--- config.mk ---
export PLATFORM = sky130hd
export DESIGN_NAME = sysboard_ctl
export DESIGN_NICKNAME = d
export VERILOG_FILES = /design/src/rtl/sb_pkg.sv /design/src/rtl/sb_idx_file.sv /design/src/rtl/sb_port_sel.sv /design/src/rtl/sb_remap.sv /design/src/rtl/sysboard_ctl.sv
export SDC_FILE = /design/constraint.sdc
export NUM_CORES = 2
export LEC_CHECK = 0
export ABC_AREA = 0
export BUFFER_PORTS_ARGS = -buffer_cell sky130_fd_sc_hd__clkbuf_2
export CAP_MARGIN = 20
export CORE_MARGIN = 3
export CORE_UTILIZATION = 62
export CTS_CLUSTER_DIAMETER = 120
export DETAILED_ROUTE_END_ITERATION = 10
export GPL_TIMING_DRIVEN = 0
export PLACE_DENSITY = 0.78
export SYNTH_ARGS = -nofsm -noshare
export SYNTH_HDL_FRONTEND = slang
export SYNTH_SLANG_ARGS = --single-unit
--- constraint.sdc ---
create_clock -name clk -period 8.1 [get_ports clk]
set_input_delay 1.215 -clock clk [delete_from_list [all_inputs] [get_ports clk]]
set_output_delay 1.215 -clock clk [all_outputs]
set_load 0.02 [all_outputs]
--- src/rtl/sb_pkg.sv ---
package sb_pkg;
  localparam int unsigned PORT_W = 16;
  localparam int unsigned DATA_W = 8;

  localparam logic [PORT_W-1:0] P_ZERO   = 16'h0091;
  localparam logic [PORT_W-1:0] P_FAST   = 16'h0092;
  localparam logic [PORT_W-1:0] P_SCR94  = 16'h0094;
  localparam logic [PORT_W-1:0] P_INDEX  = 16'h00E0;
  localparam logic [PORT_W-1:0] P_DATA   = 16'h00E1;
  localparam logic [PORT_W-1:0] P_IOSEL  = 16'h0102;
  localparam logic [PORT_W-1:0] P_SCR103 = 16'h0103;
  localparam logic [PORT_W-1:0] P_SCR104 = 16'h0104;
  localparam logic [PORT_W-1:0] P_FORCE  = 16'h0105;
  localparam logic [PORT_W-1:0] P_SCR190 = 16'h0190;

  localparam logic [DATA_W-1:0] IOSEL_RST = 8'h10;
  localparam logic [DATA_W-1:0] RD_UNDEC  = 8'hFF;

  localparam logic [PORT_W-1:0] LPT_BASE0 = 16'h03BC;
  localparam logic [PORT_W-1:0] LPT_BASE1 = 16'h0378;
  localparam logic [PORT_W-1:0] LPT_BASE2 = 16'h0278;

  typedef enum logic [1:0] {
    LPT_SEL0 = 2'd0,
    LPT_SEL1 = 2'd1,
    LPT_SEL2 = 2'd2,
    LPT_NONE = 2'd3
  } lpt_sel_e;
endpackage

--- src/rtl/sb_idx_file.sv ---
module sb_idx_file #(
  parameter int unsigned NREG = 256,
  parameter int unsigned DW   = 8,
  localparam int unsigned IW  = $clog2(NREG)
) (
  input  logic          clk,
  input  logic          rst_n,
  input  logic          idx_we,
  input  logic          dat_we,
  input  logic [IW-1:0] wr_idx,
  input  logic [DW-1:0] wdata,
  output logic [DW-1:0] rdata,
  output logic          ent0_b0,
  output logic          ent1_b0
);
  logic [IW-1:0] idx_q, idx_d;
  logic [DW-1:0] ent [NREG];

  always_comb begin
    idx_d = idx_q;
    if (idx_we) idx_d = wr_idx;
  end

  always_ff @(posedge clk or negedge rst_n) begin
    if (!rst_n) idx_q <= '0;
    else        idx_q <= idx_d;
  end

  always_ff @(posedge clk or negedge rst_n) begin
    if (!rst_n) begin
      for (int i = 0; i < NREG; i++) ent[i] <= '0;
    end else if (dat_we) begin
      ent[idx_q] <= wdata;
    end
  end

  assign rdata   = ent[idx_q];
  assign ent0_b0 = ent[0][0];
  assign ent1_b0 = ent[1][0];
endmodule

--- src/rtl/sb_port_sel.sv ---
module sb_port_sel
  import sb_pkg::*;
(
  input  logic              ser_bit,
  input  logic              par_bit,
  input  logic [1:0]        par_sel,
  output logic              ser_en,
  output logic              par_en,
  output logic [PORT_W-1:0] par_base
);
  lpt_sel_e sel;

  always_comb begin
    sel      = lpt_sel_e'(par_sel);
    ser_en   = ser_bit;
    par_en   = 1'b0;
    par_base = '0;
    if (par_bit) begin
      unique case (sel)
        LPT_SEL0: begin par_en = 1'b1; par_base = LPT_BASE0; end
        LPT_SEL1: begin par_en = 1'b1; par_base = LPT_BASE1; end
        LPT_SEL2: begin par_en = 1'b1; par_base = LPT_BASE2; end
        default:  begin par_en = 1'b0; par_base = '0;        end
      endcase
    end
  end
endmodule

--- src/rtl/sb_remap.sv ---
module sb_remap #(
  parameter int unsigned ADDR_W  = 24,
  parameter int unsigned GRAN_W  = 16,
  parameter int unsigned WIN_KB  = 384,
  localparam int unsigned TOP_W  = ADDR_W - GRAN_W,
  localparam int unsigned WIN_B  = WIN_KB * 1024,
  localparam int unsigned OFF_W  = $clog2(WIN_B)
) (
  input  logic [TOP_W-1:0]  top,
  input  logic [ADDR_W-1:0] addr,
  output logic              hit,
  output logic [OFF_W-1:0]  off
);
  logic [ADDR_W:0] base;
  logic [ADDR_W:0] diff;

  always_comb begin
    base = {1'b0, top, {GRAN_W{1'b0}}};
    diff = {1'b0, addr} - base;
    hit  = !diff[ADDR_W] && (diff[ADDR_W-1:0] < ADDR_W'(WIN_B));
    off  = diff[OFF_W-1:0];
  end
endmodule

--- src/rtl/sysboard_ctl.sv ---
module sysboard_ctl
  import sb_pkg::*;
#(
  parameter int unsigned NREG   = 256,
  parameter int unsigned ADDR_W = 24,
  localparam int unsigned TOP_W = ADDR_W - 16,
  localparam int unsigned OFF_W = 19
) (
  input  logic              clk,
  input  logic              rst_n,
  input  logic              io_wr,
  input  logic [15:0]       io_addr,
  input  logic [7:0]        io_wdata,
  output logic [7:0]        io_rdata,
  output logic              soft_rst,
  output logic              a20_alt,
  output logic              low_int,
  output logic              mid_int,
  output logic              ser_en,
  output logic              par_en,
  output logic [15:0]       par_base,
  input  logic [TOP_W-1:0]  mem_top,
  input  logic [ADDR_W-1:0] mem_addr,
  output logic              remap_hit,
  output logic [OFF_W-1:0]  remap_off
);
  localparam int unsigned IW = $clog2(NREG);

  logic [7:0] fast_q, fast_d;
  logic [7:0] s94_q, s94_d, s103_q, s103_d, s104_q, s104_d;
  logic [7:0] f105_q, f105_d, s190_q, s190_d, iosel_q, iosel_d;
  logic       pulse_q, pulse_d;
  logic       we_fast, we_94, we_103, we_104, we_105, we_190, we_iosel;
  logic       we_idx, we_dat;
  logic [7:0] idx_rdata;

  // write strobes
  always_comb begin
    we_fast  = io_wr && (io_addr == P_FAST);
    we_94    = io_wr && (io_addr == P_SCR94);
    we_103   = io_wr && (io_addr == P_SCR103);
    we_104   = io_wr && (io_addr == P_SCR104);
    we_105   = io_wr && (io_addr == P_FORCE);
    we_190   = io_wr && (io_addr == P_SCR190);
    we_iosel = io_wr && (io_addr == P_IOSEL);
    we_idx   = io_wr && (io_addr == P_INDEX);
    we_dat   = io_wr && (io_addr == P_DATA);
  end

  // next state with explicit enables
  always_comb begin
    fast_d  = we_fast  ? {io_wdata[7:1], 1'b0} : fast_q;
    s94_d   = we_94    ? io_wdata : s94_q;
    s103_d  = we_103   ? io_wdata : s103_q;
    s104_d  = we_104   ? io_wdata : s104_q;
    f105_d  = we_105   ? io_wdata : f105_q;
    s190_d  = we_190   ? io_wdata : s190_q;
    iosel_d = we_iosel ? io_wdata : iosel_q;
    pulse_d = we_fast && io_wdata[0];
  end

  always_ff @(posedge clk or negedge rst_n) begin
    if (!rst_n) begin
      fast_q  <= '0;
      s94_q   <= '0;
      s103_q  <= '0;
      s104_q  <= '0;
      f105_q  <= '0;
      s190_q  <= '0;
      iosel_q <= IOSEL_RST;
      pulse_q <= 1'b0;
    end else begin
      fast_q  <= fast_d;
      s94_q   <= s94_d;
      s103_q  <= s103_d;
      s104_q  <= s104_d;
      f105_q  <= f105_d;
      s190_q  <= s190_d;
      iosel_q <= iosel_d;
      pulse_q <= pulse_d;
    end
  end

  assign soft_rst = pulse_q;
  assign a20_alt  = fast_q[1];

  sb_idx_file #(.NREG(NREG), .DW(8)) i_idx (
    .clk     (clk),
    .rst_n   (rst_n),
    .idx_we  (we_idx),
    .dat_we  (we_dat),
    .wr_idx  (io_wdata[IW-1:0]),
    .wdata   (io_wdata),
    .rdata   (idx_rdata),
    .ent0_b0 (low_int),
    .ent1_b0 (mid_int)
  );

  sb_port_sel i_psel (
    .ser_bit  (iosel_q[2]),
    .par_bit  (iosel_q[4]),
    .par_sel  (iosel_q[6:5]),
    .ser_en   (ser_en),
    .par_en   (par_en),
    .par_base (par_base)
  );

  sb_remap #(.ADDR_W(ADDR_W), .GRAN_W(16), .WIN_KB(384)) i_remap (
    .top  (mem_top),
    .addr (mem_addr),
    .hit  (remap_hit),
    .off  (remap_off)
  );

  // read mux
  always_comb begin
    unique case (io_addr)
      P_ZERO:   io_rdata = 8'h00;
      P_FAST:   io_rdata = fast_q;
      P_SCR94:  io_rdata = s94_q;
      P_DATA:   io_rdata = idx_rdata;
      P_IOSEL:  io_rdata = iosel_q;
      P_SCR103: io_rdata = s103_q;
      P_SCR104: io_rdata = s104_q;
      P_FORCE:  io_rdata = f105_q | 8'h80;
      P_SCR190: io_rdata = s190_q;
      default:  io_rdata = RD_UNDEC;
    endcase
  end
endmodule

-- Word level (Yosys, flattened, before mapping)
Index checks and enable logic that the tools add are counted.
- register bits: 2111
- output and inout bits: 50
- word-level logic and storage cells: 308
- add/sub/neg operators: 1
- order comparisons: 3
- equal/unequal tests: 12
- multiplexer cells: 11
- bitwise logic cells: 1
- reduce and logical (&&, ||, !) cells: 15
- operators by type and width (operator ; count):
    $bwmux W2048 ; 1
    $eq A16 B8 Y1 const B ; 5
    $eq A16 B9 Y1 const B ; 5
    $pmux W8 S9 ; 1
    $bmux W8 S8 ; 1
    $demux W8 S8 ; 1
    $pmux W10 S3 ; 1
    $sub A24 B24 Y25 ; 1
    $lt A24 B19 Y1 const B ; 1
    $mux W8 ; 3
    $mux W16 ; 1
    $logic_and A1 B1 Y1 ; 12
    $ge A9 B9 Y1 const B ; 1
    $lt A9 B1 Y1 const B ; 1
    $not A8 Y9 ; 1
    $reduce_or A3 Y1 ; 1
    $eq A2 B1 Y1 const B ; 1
    $eq A2 B2 Y1 const B ; 1
    $logic_not A2 Y1 ; 1
    $mux W1 ; 2
    $logic_not A1 Y1 ; 1

-- Logic depth before layout (Yosys ltp)
- word-level depth: 6
- depth in mapped cells: 13
- mapped depth without buffers: 10

-- Cells and area by module
From an unflattened synthesis, not the netlist that was laid out.
- cells, all modules: 6154
- area, all modules: 96338.6 um^2
- modules (own cells, without submodules) (module ; instances ; cells an instance ; area each (um^2)):
    sb_idx_file ; 1 ; 5841 ; 92747.7
    sysboard_ctl ; 1 ; 218 ; 2866.5
    sb_remap ; 1 ; 70 ; 521.8
    sb_port_sel ; 1 ; 25 ; 202.7

-- Worst setup path before layout
No wires, ideal clock.
- path type: in2out
- start: input io_addr[13]
- end: output io_rdata[1]
- arrival time: 3129 ps
- path slack: 3756 ps
- cell stages on the path: 7
- cell sequence: nor4_2 nand2_1 nor4_4 nor3_1 a221oi_1 nand3_1 a2111o_1
- word-level cells in the longest chain between the ends: 2
- elaborated cells between the ends (all ways): 10
- classes of those cells: 9 x eq/ne; 1 x mux
- RTL lines (what ; RTL line ; source):
    start: declaration ; sysboard_ctl.sv:12 ; input logic [15:0] io_addr,
    $eq A16 B9 Y1 / $eq A16 B8 Y1 (equally long branches) ; sysboard_ctl.sv:117 ; unique case (io_addr)
    $pmux W8 S9 (*) ; sysboard_ctl.sv:117 ;
    end: declaration ; sysboard_ctl.sv:14 ; output logic [7:0] io_rdata,
Every way passes the cells marked *; elsewhere a longest branch is shown, timed or not.

-- Worst setup path in the final report
- start: register i_idx.idx_q[1]
- end: output io_rdata[6]
- word-level cells in the longest chain between the ends: 5
- RTL lines (what ; RTL line ; source):
    start: declaration ; sb_idx_file.sv:16 ; logic [IW-1:0] idx_q, idx_d;
    start signal: assignment ; sb_idx_file.sv:26 ; else idx_q <= idx_d;
    $not A8 Y9 (not written as such) ; sb_idx_file.sv:37 ; assign rdata = ent[idx_q];
    $bmux W8 S8 ; sb_idx_file.sv:37 ;
    $mux W8 (not written as such) (2 in a row) ; sb_idx_file.sv:37 ;
    $pmux W8 S9 ; sysboard_ctl.sv:117 ;
No other way between the ends. The select of a mux whose other input is x is not followed.

==> results.cfg <==
[timing]
slew_violations = 0
fin_crit_sh_pct = 105
hold_viol_final = 0
clock_skew_ns = 0.0477
rsz0062_at_grt = no
fmax_ghz = 0.118
setup_viol = 8
fin_ws_ns = -0.408
worst_slew_pin_slew_ns = 1.48
setup_tns_ns = -2.04
fin_crit_ns = 8.51
slew_headroom_pct = 1.58

[layout]
final_nets = 7097
drive_gt1_share_pct = 44.9
final_cell_mix = 2123 x mux2_2, 2110 x dfrtp_1, 439 x mux2i_1, 345 x clkbuf_1, 287 x mux4_2
final_common_cell = mux2_2
final_area_sq_mm = 0.110
area_growth_syn_to_layout_pct = 12.6
layout.cells.non_filler = 9317

[die]
rows = 144
die_h_microns = 402
die_w_microns = 402
core_region_area_sq_mm = 0.155
start_util_pct = 62.8
die_area_sq_mm = 0.162
ios = 109

[synthesis]
ys_types = 77
netlist_instances = 6647
synth_edf_count = 0
ys_warn_count = 0
syn_area_sq_mm = 0.0974
ys_seq_elements = 2111
synth_ff_type = dfrtp_1
synthArstFlopShare_pct = 100
postSynthAreaPerCell_sq_um = 14.6
seq_area_frac_synth_pct = 54.3

[flow_run]
max_cap_viol_count = 0

[critical_path]
path_class = reg -> out
crit_required_ns = 6.88
critPathMostFrequentCell = buf_4
crit_path_start_kind = register
cp.arrival_ns = 7.29
cp_max_fo = 10
critPathMaxStageDelay_ns = 0.79
end_kind = output port
cp_slowest_cell = o21ai_0
path_cells = buf_4 > buf_6 > buf_6 > buf_4 > buf_2 > buf_4 > mux2i_1 > o22ai_1 > nor4_1 > o211ai_1 > o21ai_0 > a31o_2 > o2111ai_1 > clkbuf_2

[clocking]
clk_pin_slew_ns = 0.06
max-clock-path-buffers = 3
post_cts_buffers = 0
clock-sinks = 2111
htreeDepth = 4
postCtsHoldBufs = 0
cts_root_buf = clkbuf_16
insertion_delay_ns = 0.88
cts_buffers = 211
cts_tree = yes

[drt]
ant_nets = 0
wl_microns = 417000
via_count = 69719
drt_iter0_markers = 10691
firstDrtPassIters = 6
drc = 0
viasPerCell = 7.48
wl_per_cell_microns = 44.8

[placement]
dpl.cell_count = 8840
gp_congestion = 1.08
place_area_sq_mm = 0.102
port_buffers = 74
hpwl_microns = 293000

[pwr]
peakVddDrop_v = 0.000263
p_leak_nw = 51.7
power_density_mw_per_mm2 = 199

[global_routing]
grt_max_degree = 121
antenna_found_initial = 60
grt_use_total_pct = 51.4
globalRoute.totalOverflow = 0
grt_pass1_vias = 67965
grt_pass1_wl_microns = 561000

[worst_hold_path]
hold_path.class = in -> async

[outcome]
status = finished, violations left
violations = setup timing
-- Yosys cell counts (4+ instances only) --
master,number,area [sq um]
buf_6,8,90.1
nand4b_1,10,87.6
a21oi_1,28,140
a22oi_1,148,1110
a211oi_1,44,330
a221o_1,11,110
o21ai_0,54,270
o211ai_1,12,90.1
dfrtp_1,2110,52800
nand3_1,58,290
o22ai_1,95,594
nand2_1,223,837
nand4_1,18,113
nor2_1,65,244
o2bb2ai_1,6,52.6
and2_1,18,113
mux4_1,4,105
nor2_4,28,315
and3_1,14,87.6
nand2b_1,22,138
ha_1,12,150
clkbuf_1,320,1200
mux4_2,287,6460
buf_1,15,56.3
buf_2,92,460
a31oi_1,18,113
a221oi_1,42,368
nor3_1,19,95.1
mux2i_1,439,4390
mux2_2,2123,23900
buf_4,87,653
a21o_1,5,37.5
nor4_1,26,163
a2111o_1,5,56.3
and4_1,7,61.3
inv_1,16,60.1
nor2b_1,31,194
nor2_2,59,369
-- critical path: cells and delay by family (launching register included) --
family	cells	cell delay (ns)
buffers and inverters	7	2.95
AOI/OAI and AO/OA	5	1.87
and+or+nand+nor	1	0.74
DFF	1	0.53
muxes	1	0.27
-- layout make-up --
class	count	area (sq um)
well taps	2044	2560
plain buffers	524	2560
clock buffers	330	6420
diodes	72	180
multi-input cells	4002	42100
inverters	17	63.8
flip-flops and latches	2111	52800
repair buffers	158	1960
clock inverters	59	951
fillers	10418	45400
-- where the power goes --
part	switching [mW]	leakage (nW)	internal (mW)
registers	0.000104	29.5	10.5
logic	0.638	18.6	0.113
clock network	4.42	3.61	6.05
total	5.06	51.7	16.7
-- final timing paths --
path,start,endpoint,slack [ns],cells after the start
max reg2reg,i_idx.idx_q[0]$_DFFE_PN0P_,i_idx.ent[178]$_DFFE_PN0P_,2.97,9
min,rst_n,i_idx.ent[1066]$_DFFE_PN0P_,0.30,1
min in group clk,i_idx.ent[1840]$_DFFE_PN0P_,i_idx.ent[1840]$_DFFE_PN0P_,0.50,1
max in group asynchronous,rst_n,i_idx.ent[1626]$_DFFE_PN0P_,4.40,7
min reg2reg,i_idx.ent[1840]$_DFFE_PN0P_,i_idx.ent[1840]$_DFFE_PN0P_,0.50,1
max,i_idx.idx_q[1]$_DFFE_PN0P_,io_rdata[6],-0.41,14
-- cells by family (layout without fill, tap and decap cells) --
kind of cell,Yosys count,in the layout,share of synthesized area (%)
xor+xnor,3,3,0.0270
flops,2111,2111,54.3
other cells,1,80,0.00385
compound gates,495,495,3.61
simple gates,630,630,3.49
mux,2853,2853,35.8
buf+inv,541,1088,2.61
fa+ha+maj,13,13,0.175
-- sequential cells by signal, indices dropped and copies added, names as in the netlist --
register	flops
f105_q	7
s104_q	8
i_idx.idx_q	8
s103_q	8
i_idx.ent	2046
i_idx.ent1_b0	1
i_idx.ent0_b0	1
fast_q	7
iosel_q	8
s190_q	8
soft_rst	1
s94_q	8
-- layer usage --
| layer | routed length [microns] | vias to the layer above | track usage, % | share of wire, % |
|---|---|---|---|---|
| met1 | 144000 | 36458 | 62.4 | 35 |
| met3 | 63000 | 1801 | 26.2 | 15 |
| li1 | - | 25543 | - | - |
| met2 | 167000 | 5899 | 68.2 | 40 |
| met5 | 206 | - | 0.0297 | 0.049 |
| met4 | 42600 | 18 | 42.0 | 10 |
-- what timing repair did --
item,CTS,global route
cloned,0,0
setup endpoints to repair,5,7
resized for setup,4,18
-- metrics by stage --
step	hold WS, ns	utilization [%]	power (mW)	worst slack, ns
CTS	0.307	70.4	21.6	0.00237
detailed placement	0.485	65.7	11.4	0.732
global placement	0.479	64.7	11.4	-45.31
global route	0.334	70.6	22.1	0.00208
finish	0.303	70.7	21.8	-0.408
floorplan	0.471	-	10.9	3.76
(Power assumes the default switching activity.)
